**src/rtl/csr_unit_pkg.sv**
```systemverilog
package csr_unit_pkg;

    typedef enum logic [1:0] {
        PRIV_U = 2'b00,
        PRIV_S = 2'b01,
        PRIV_M = 2'b11
    } priv_t;

    typedef enum logic [1:0] {
        OP_BAD  = 2'b00,
        OP_SWAP = 2'b01,
        OP_SET  = 2'b10,
        OP_CLR  = 2'b11
    } rmw_t;

    typedef enum logic [2:0] {
        SEL_NONE,
        SEL_SCRATCH,
        SEL_STATUS,
        SEL_CAUSE,
        SEL_EPC,
        SEL_MISA,
        SEL_CYCLE
    } csr_sel_t;

    typedef struct packed {
        logic     legal;
        logic     writes;
        csr_sel_t sel;
    } access_t;

    localparam logic [11:0] A_STATUS  = 12'h100;
    localparam logic [11:0] A_SCRATCH = 12'h140;
    localparam logic [11:0] A_EPC     = 12'h141;
    localparam logic [11:0] A_CAUSE   = 12'h142;
    localparam logic [11:0] A_MISA    = 12'h301;
    localparam logic [11:0] A_CYCLE   = 12'hC00;

    localparam int SPP_POS = 8;
    localparam int FS_POS  = 13;

    localparam logic [3:0] CAUSE_ILLEGAL = 4'd2;
    localparam logic [3:0] CAUSE_ECALL_U = 4'd8;

    function automatic csr_sel_t lookup(input logic [11:0] a);
        case (a)
            A_STATUS:  return SEL_STATUS;
            A_SCRATCH: return SEL_SCRATCH;
            A_EPC:     return SEL_EPC;
            A_CAUSE:   return SEL_CAUSE;
            A_MISA:    return SEL_MISA;
            A_CYCLE:   return SEL_CYCLE;
            default:   return SEL_NONE;
        endcase
    endfunction

    function automatic logic [3:0] ecall_code(input priv_t p);
        return CAUSE_ECALL_U + {2'b00, p};
    endfunction

endpackage

```
**src/rtl/csr_access_check.sv**
```systemverilog
module csr_access_check
    import csr_unit_pkg::*;
(
    input  logic [11:0] addr,
    input  rmw_t        kind,
    input  logic [4:0]  src_idx,
    input  priv_t       priv,
    output access_t     acc
);
    logic read_only;
    logic too_low;

    always_comb begin
        acc.sel    = lookup(addr);
        acc.writes = (kind == OP_SWAP) || (src_idx != 5'd0);
        read_only  = (addr[11:10] == 2'b11);
        too_low    = (addr[9:8] > priv);
        acc.legal  = (kind != OP_BAD) && (acc.sel != SEL_NONE)
                     && !too_low && !(read_only && acc.writes);
    end
endmodule

```
**src/rtl/csr_rmw.sv**
```systemverilog
module csr_rmw
    import csr_unit_pkg::*;
#(
    parameter int W = 64
) (
    input  rmw_t         kind,
    input  logic [W-1:0] old_v,
    input  logic [W-1:0] src,
    output logic [W-1:0] new_v
);
    always_comb begin
        case (kind)
            OP_SWAP: new_v = src;
            OP_SET:  new_v = old_v | src;
            OP_CLR:  new_v = old_v & ~src;
            default: new_v = old_v;
        endcase
    end
endmodule

```
**src/rtl/csr_state.sv**
```systemverilog
module csr_state
    import csr_unit_pkg::*;
#(
    parameter int XLEN  = 64,
    parameter bit HAS_U = 1'b1,
    parameter bit HAS_F = 1'b1
) (
    input  logic            clk,
    input  logic            rst,
    input  logic            wr_en,
    input  csr_sel_t        sel,
    input  logic [XLEN-1:0] wdata,
    input  logic            trap_en,
    input  logic [3:0]      trap_code,
    input  logic [XLEN-1:0] trap_pc,
    input  logic            sret_en,
    output logic [XLEN-1:0] rdata,
    output logic [XLEN-1:0] epc,
    output priv_t           priv,
    output logic            fs_off
);
    localparam logic [XLEN-1:0] MISA_WORD =
          (XLEN'(2) << (XLEN - 2))
        | (XLEN'(HAS_U) << 20)
        | (XLEN'(1) << 18)
        | (XLEN'(1) << 8)
        | (XLEN'(HAS_F) << 5);

    logic [XLEN-1:0] scratch_q, cause_q, epc_q, cyc_q, status_rd;
    logic            spp_q;
    logic [1:0]      fs_q;
    priv_t           priv_q;

    always_comb begin
        status_rd = '0;
        status_rd[SPP_POS] = spp_q;
        status_rd[FS_POS +: 2] = fs_q;
        case (sel)
            SEL_SCRATCH: rdata = scratch_q;
            SEL_STATUS:  rdata = status_rd;
            SEL_CAUSE:   rdata = cause_q;
            SEL_EPC:     rdata = epc_q;
            SEL_MISA:    rdata = MISA_WORD;
            SEL_CYCLE:   rdata = cyc_q;
            default:     rdata = '0;
        endcase
    end

    always_ff @(posedge clk) begin
        if (rst) begin
            scratch_q <= '0;
            cause_q   <= '0;
            epc_q     <= '0;
            cyc_q     <= '0;
            spp_q     <= 1'b0;
            fs_q      <= 2'b00;
            priv_q    <= PRIV_M;
        end else begin
            cyc_q <= cyc_q + XLEN'(1);
            if (trap_en) begin
                cause_q <= XLEN'(trap_code);
                epc_q   <= trap_pc;
                spp_q   <= (priv_q != PRIV_U);
                priv_q  <= (priv_q == PRIV_M) ? PRIV_M : PRIV_S;
            end else if (sret_en) begin
                priv_q <= spp_q ? PRIV_S : PRIV_U;
                spp_q  <= 1'b0;
            end else if (wr_en) begin
                case (sel)
                    SEL_SCRATCH: scratch_q <= wdata;
                    SEL_CAUSE:   cause_q   <= wdata;
                    SEL_EPC:     epc_q     <= wdata;
                    SEL_STATUS: begin
                        spp_q <= wdata[SPP_POS];
                        fs_q  <= wdata[FS_POS +: 2];
                    end
                    default: ;
                endcase
            end
        end
    end

    assign epc    = epc_q;
    assign priv   = priv_q;
    assign fs_off = (fs_q == 2'b00);

    a_r12_priv_encoding: assert property (@(posedge clk) disable iff (rst)
        priv_q != priv_t'(2'b10));

    a_r4_cycle_steps: assert property (@(posedge clk) disable iff (rst)
        1'b1 |=> cyc_q == $past(cyc_q) + XLEN'(1));

    a_r7_epc_capture: assert property (@(posedge clk) disable iff (rst)
        trap_en |=> epc_q == $past(trap_pc));

    a_r9_return_user: assert property (@(posedge clk) disable iff (rst)
        (sret_en && !trap_en && !spp_q) |=> priv_q == PRIV_U);
endmodule

```
**src/rtl/csr_priv_unit.sv**
```systemverilog
module csr_priv_unit
    import csr_unit_pkg::*;
#(
    parameter int              XLEN     = 64,
    parameter bit              HAS_U    = 1'b1,
    parameter bit              HAS_F    = 1'b1,
    parameter logic [XLEN-1:0] TRAP_VEC = XLEN'(64'h100)
) (
    input  logic            clk,
    input  logic            rst,
    input  logic            op_valid,
    input  logic [2:0]      op_fn,
    input  logic [11:0]     op_addr,
    input  logic [4:0]      op_src_idx,
    input  logic [XLEN-1:0] op_src_val,
    input  logic [XLEN-1:0] pc,
    input  logic            ecall,
    input  logic            sret,
    output logic            rd_we,
    output logic [XLEN-1:0] rd_val,
    output logic            illegal_exc,
    output logic            redirect_valid,
    output logic [XLEN-1:0] redirect_pc,
    output logic [1:0]      priv_mode,
    output logic            fs_off
);
    localparam int IMM_PAD = XLEN - 5;

    rmw_t            kind;
    access_t         acc;
    priv_t           priv;
    logic [XLEN-1:0] src, old_v, new_v, epc;
    logic            csr_op, do_sret, do_ecall, do_write, trap;
    logic [3:0]      code;

    assign kind = rmw_t'(op_fn[1:0]);
    assign src  = op_fn[2] ? {{IMM_PAD{1'b0}}, op_src_idx} : op_src_val;

    csr_access_check u_chk (
        .addr(op_addr), .kind(kind), .src_idx(op_src_idx), .priv(priv), .acc(acc)
    );

    csr_rmw #(.W(XLEN)) u_rmw (
        .kind(kind), .old_v(old_v), .src(src), .new_v(new_v)
    );

    always_comb begin
        csr_op      = op_valid && !sret && !ecall;
        do_sret     = sret && (priv != PRIV_U);
        do_ecall    = ecall && !sret;
        illegal_exc = (sret && priv == PRIV_U) || (csr_op && !acc.legal);
        rd_we       = csr_op && acc.legal;
        do_write    = rd_we && acc.writes;
        trap        = illegal_exc || do_ecall;
        code        = illegal_exc ? CAUSE_ILLEGAL : ecall_code(priv);
        rd_val      = rd_we ? old_v : '0;
        redirect_valid = trap || do_sret;
        redirect_pc    = trap ? TRAP_VEC : epc;
    end

    csr_state #(.XLEN(XLEN), .HAS_U(HAS_U), .HAS_F(HAS_F)) u_state (
        .clk(clk), .rst(rst),
        .wr_en(do_write), .sel(acc.sel), .wdata(new_v),
        .trap_en(trap), .trap_code(code), .trap_pc(pc),
        .sret_en(do_sret),
        .rdata(old_v), .epc(epc), .priv(priv), .fs_off(fs_off)
    );

    assign priv_mode = priv;

    a_r4_cycle_write_traps: assert property (@(posedge clk) disable iff (rst)
        (op_valid && !sret && !ecall && op_addr == A_CYCLE
         && (op_fn[1:0] == 2'b01 || op_src_idx != 5'd0))
        |-> (illegal_exc && !rd_we));

    a_r5_low_priv_traps: assert property (@(posedge clk) disable iff (rst)
        (op_valid && !sret && !ecall && op_addr[9:8] > priv_mode) |-> illegal_exc);

    a_r7_trap_vector: assert property (@(posedge clk) disable iff (rst)
        illegal_exc |-> (redirect_valid && redirect_pc == TRAP_VEC));
endmodule

```
**config.mk**
```make
export PLATFORM = sky130hd
export DESIGN_NAME = csr_priv_unit
export DESIGN_NICKNAME = d
export VERILOG_FILES = /design/src/rtl/csr_unit_pkg.sv /design/src/rtl/csr_access_check.sv /design/src/rtl/csr_rmw.sv /design/src/rtl/csr_state.sv /design/src/rtl/csr_priv_unit.sv
export SDC_FILE = /design/constraint.sdc
export NUM_CORES = 1
export LEC_CHECK = 0
export BUFFER_PORTS_ARGS = -buffer_cell sky130_fd_sc_hd__buf_2
export CAP_MARGIN = 10
export CORE_ASPECT_RATIO = 1.5
export CORE_MARGIN = 3
export CORE_UTILIZATION = 51
export DETAILED_ROUTE_END_ITERATION = 7
export GPL_ROUTABILITY_DRIVEN = 0
export PLACE_DENSITY_LB_ADDON = 0.12
export SYNTH_ARGS = -nofsm -noshare
export SYNTH_HDL_FRONTEND = slang
export SYNTH_SLANG_ARGS = --single-unit
```
**constraint.sdc**
```tcl
create_clock -name clk -period 2.7 [get_ports clk]
set_input_delay 0.135 -clock clk [delete_from_list [all_inputs] [get_ports clk]]
set_output_delay 0.135 -clock clk [all_outputs]
set_load 0.005 [all_outputs]
```
==> impl_metrics.tcl <==
set metrics [dict create \
    post-route-min-period_ns 2.76 \
    relSlewSlack_pct 55.6 \
    yosys_most_used_dff "dfxtp_1" \
    clk_pin_slew_ns 0.07 \
    core_um2 29000 \
    pre_cts_ws_ns -0.0510 \
    nets 2336 \
    syn-instance-count 1884 \
    status "finished, violations left" \
    ys_seq_area_share_pct 34.5 \
    vias 16600 \
    synth.yosys.warnings 0 \
    cp.required_ns 2.57 \
    drt-pass1-iter-count 7 \
    cts-root-buf "clkbuf_16" \
    clock_latency_ns 0.54 \
    antenna_found_initial 2 \
    rsz0062_at_grt "yes" \
    vias_per_cell 6.40 \
    cp-start-kind "register" \
    placed_area_um2 17300 \
    power_density_nw_per_um2 484 \
    tightestPinTransition_ns 0.666 \
    crit_slowest_cell "or3_4" \
    fmax_ghz 0.363 \
    post-route-drc-count 0 \
    worstPathArrival_ns 2.62 \
    critical_path_class "reg2out" \
    worstPathCellList "inv_2 -> ha_4 -> nor2b_4 -> o21ai_2 -> nand3_2 -> or3_4 -> buf_4 -> nor2_2 -> buf_2" \
    grt_pass1_wl_mm 85.6 \
    drtAntennaViolNets 0 \
    hold_violations 0 \
    async_reset_ff_share_pct 0 \
    wl_mm 56.1 \
    final_layout_size_suffix_gt1_share_pct 24.1 \
    dpl.hpwl_mm 36.8 \
    holdWs_ns 0.0699 \
    ys_ff_latch 261 \
    slew_viol_final 0 \
    n_fill_cell 2458 \
    synth_edf_count 0 \
    grt_pass1_vias 16000 \
    synthesis.area_um2 15100 \
    fin_ws_ns -0.0580 \
    cp_slowest_stage_delay_ns 0.53 \
    fin_crit_sh_pct 102 \
    cts_tree "done" \
    crit_fanout 8 \
    synth.avg_cell_area_um2 8.03 \
    grt_use_total_pct 32.6 \
    final_core_util_pct 66.4 \
    fin_skew_ns 0.00963 \
    worstPathBufferInverterCount 3 \
    finalPower_uw 9330 \
    die_x_um 147 \
    dieArea_um2 31800 \
    drt-initial-drc-count 1425 \
    portBuffers 286 \
    start_util_pct 52.1 \
    synth.distinct_cells 83 \
    clock_path_buffers 3 \
    layout_common_cells "buf_2, nor2_1, dfxtp_1" \
    p_leak_uw 0.00722 \
    min_path_type "in2reg" \
    critPathTopFamily "simple AND/OR/NAND/NOR gates" \
    final_common_cell "buf_2" \
    syn_nets 2040 \
    io_pins 287 \
    areaGrowthSynthToFinish_pct 27.4 \
    routedWlPerCell_um 21.7 \
    num_rows 76 \
    die_h_um 217 \
    final-setup-viol-count 24 \
    grt_max_degree 125 \
    clock_sinks 261 \
    cts_inserted_buffers 27 \
    antenna_cells 0 \
    grt_overflow 0 \
    vdd_drop_max_mv 0.397 \
    cp-end-kind "primary output" \
    maxCapViolations 0 \
    cts-htree-levels 1 \
    violations "negative setup slack" \
    final_cell_area_um2 19300 \
]
==> synthesized netlist by cell type (all sizes together) (27+ instances only) <==
cell,count,area (um^2)
nor3,38,190
a211oi,128,961
a21oi,82,410
nor2b,59,369
xnor2,28,245
nor4b,27,270
a221o,98,981
a221oi,50,438
buf,60,317
nand2,111,417
and3,78,489
nand4,46,288
nor2,288,1080
and4,56,493
or2,33,206
clkbuf,122,469
dfxtp,261,5230
nand3,33,183
o21ai,55,275
==> sequential cells by signal, summed over array words and instances, names as in the netlist <==
signal             count
u_state.priv           2
u_state.scratch_q     64
u_state.cause_q       64
u_state.epc           64
u_state.cyc_q         64
u_state.fs_q           2
u_state.spp_q          1
==> cell families after synthesis <==
group	count (synthesis)	synth area share (%)
simple gates	862	31.2
compound gates	484	24.2
flops	261	34.5
buf+inv	206	5.79
xor+xnor	52	3.01
mux	16	1.08
fa+ha+maj	3	0.248
==> final timing paths <==
kind                                                       from                              end  slack [ns]  depth (start not counted)
worst max-delay path               u_state.priv[1]$_SDFFE_PP1N_                       rd_val[62]       -0.06                          9
worst min-delay path                             op_src_val[14]     u_state.epc[14]$_SDFFE_PP0P_        0.07                          5
worst max register to register     u_state.priv[1]$_SDFFE_PP1N_     u_state.epc[61]$_SDFFE_PP0P_        0.19                         10
worst min register to register  u_state.cause_q[2]$_SDFFE_PP0P_  u_state.cause_q[2]$_SDFFE_PP0P_        0.49                          2
==> through the flow <==
stage	instances	TNS, ns
6_report	2591	-0.451
5_1_grt	2591	-3.80
4_1_cts	2585	-0.0888
3_5_place_dp	2468	-0.0738
3_3_place_gp	2468	-0.00175
2_1_floorplan	1884	0
==> tightest hold or removal path, delay by kind of cell <==
kind / cells / cell delay [ns]
and+or+nand+nor: 2 / 0.16
AOI/OAI and AO/OA: 2 / 0.16
buffers and inverters: 1 / 0.09
==> repair_timing <==
item / in CTS / in global routing
resized for setup: 12 / 41
buffers inserted: 1 / 1
endpoints found under the hold margin: 67 / 0
pin swaps: 0 / 7
hold buffers: 66 / 0
endpoints found under the setup margin: 131 / 70
gates cloned: 0 / 5
==> power breakdown <==
part | switching [uW] | internal [uW] | total, uW
Clock | 1680 | 2460 | 4140
Combinational | 658 | 508 | 1170
Sequential | 81.3 | 3940 | 4020
==> per-layer routing <==
metal	up-vias	part of all wire [%]	global-route usage, %
li1	7702	-	-
met1	7861	39	39.8
met2	835	49	57.1
met3	178	7.3	4.19
met4	2	4.6	14.8
met5	-	0.021	0
==> cell type report <==
| cell class | instances | area [um^2] | share of cell area (%) |
|---|---|---|---|
| Clock buffer | 34 | 752 | 3.90 |
| Clock inverter | 16 | 225 | 1.17 |
| Inverter | 24 | 95.1 | 0.494 |
| Multi-Input combinational cell | 1417 | 9260 | 48.1 |
| Sequential cell | 261 | 5230 | 27.1 |
| Tap cell | 390 | 488 | 2.53 |
| Timing Repair Buffer | 449 | 3220 | 16.7 |
(Power assumes the default switching activity.)
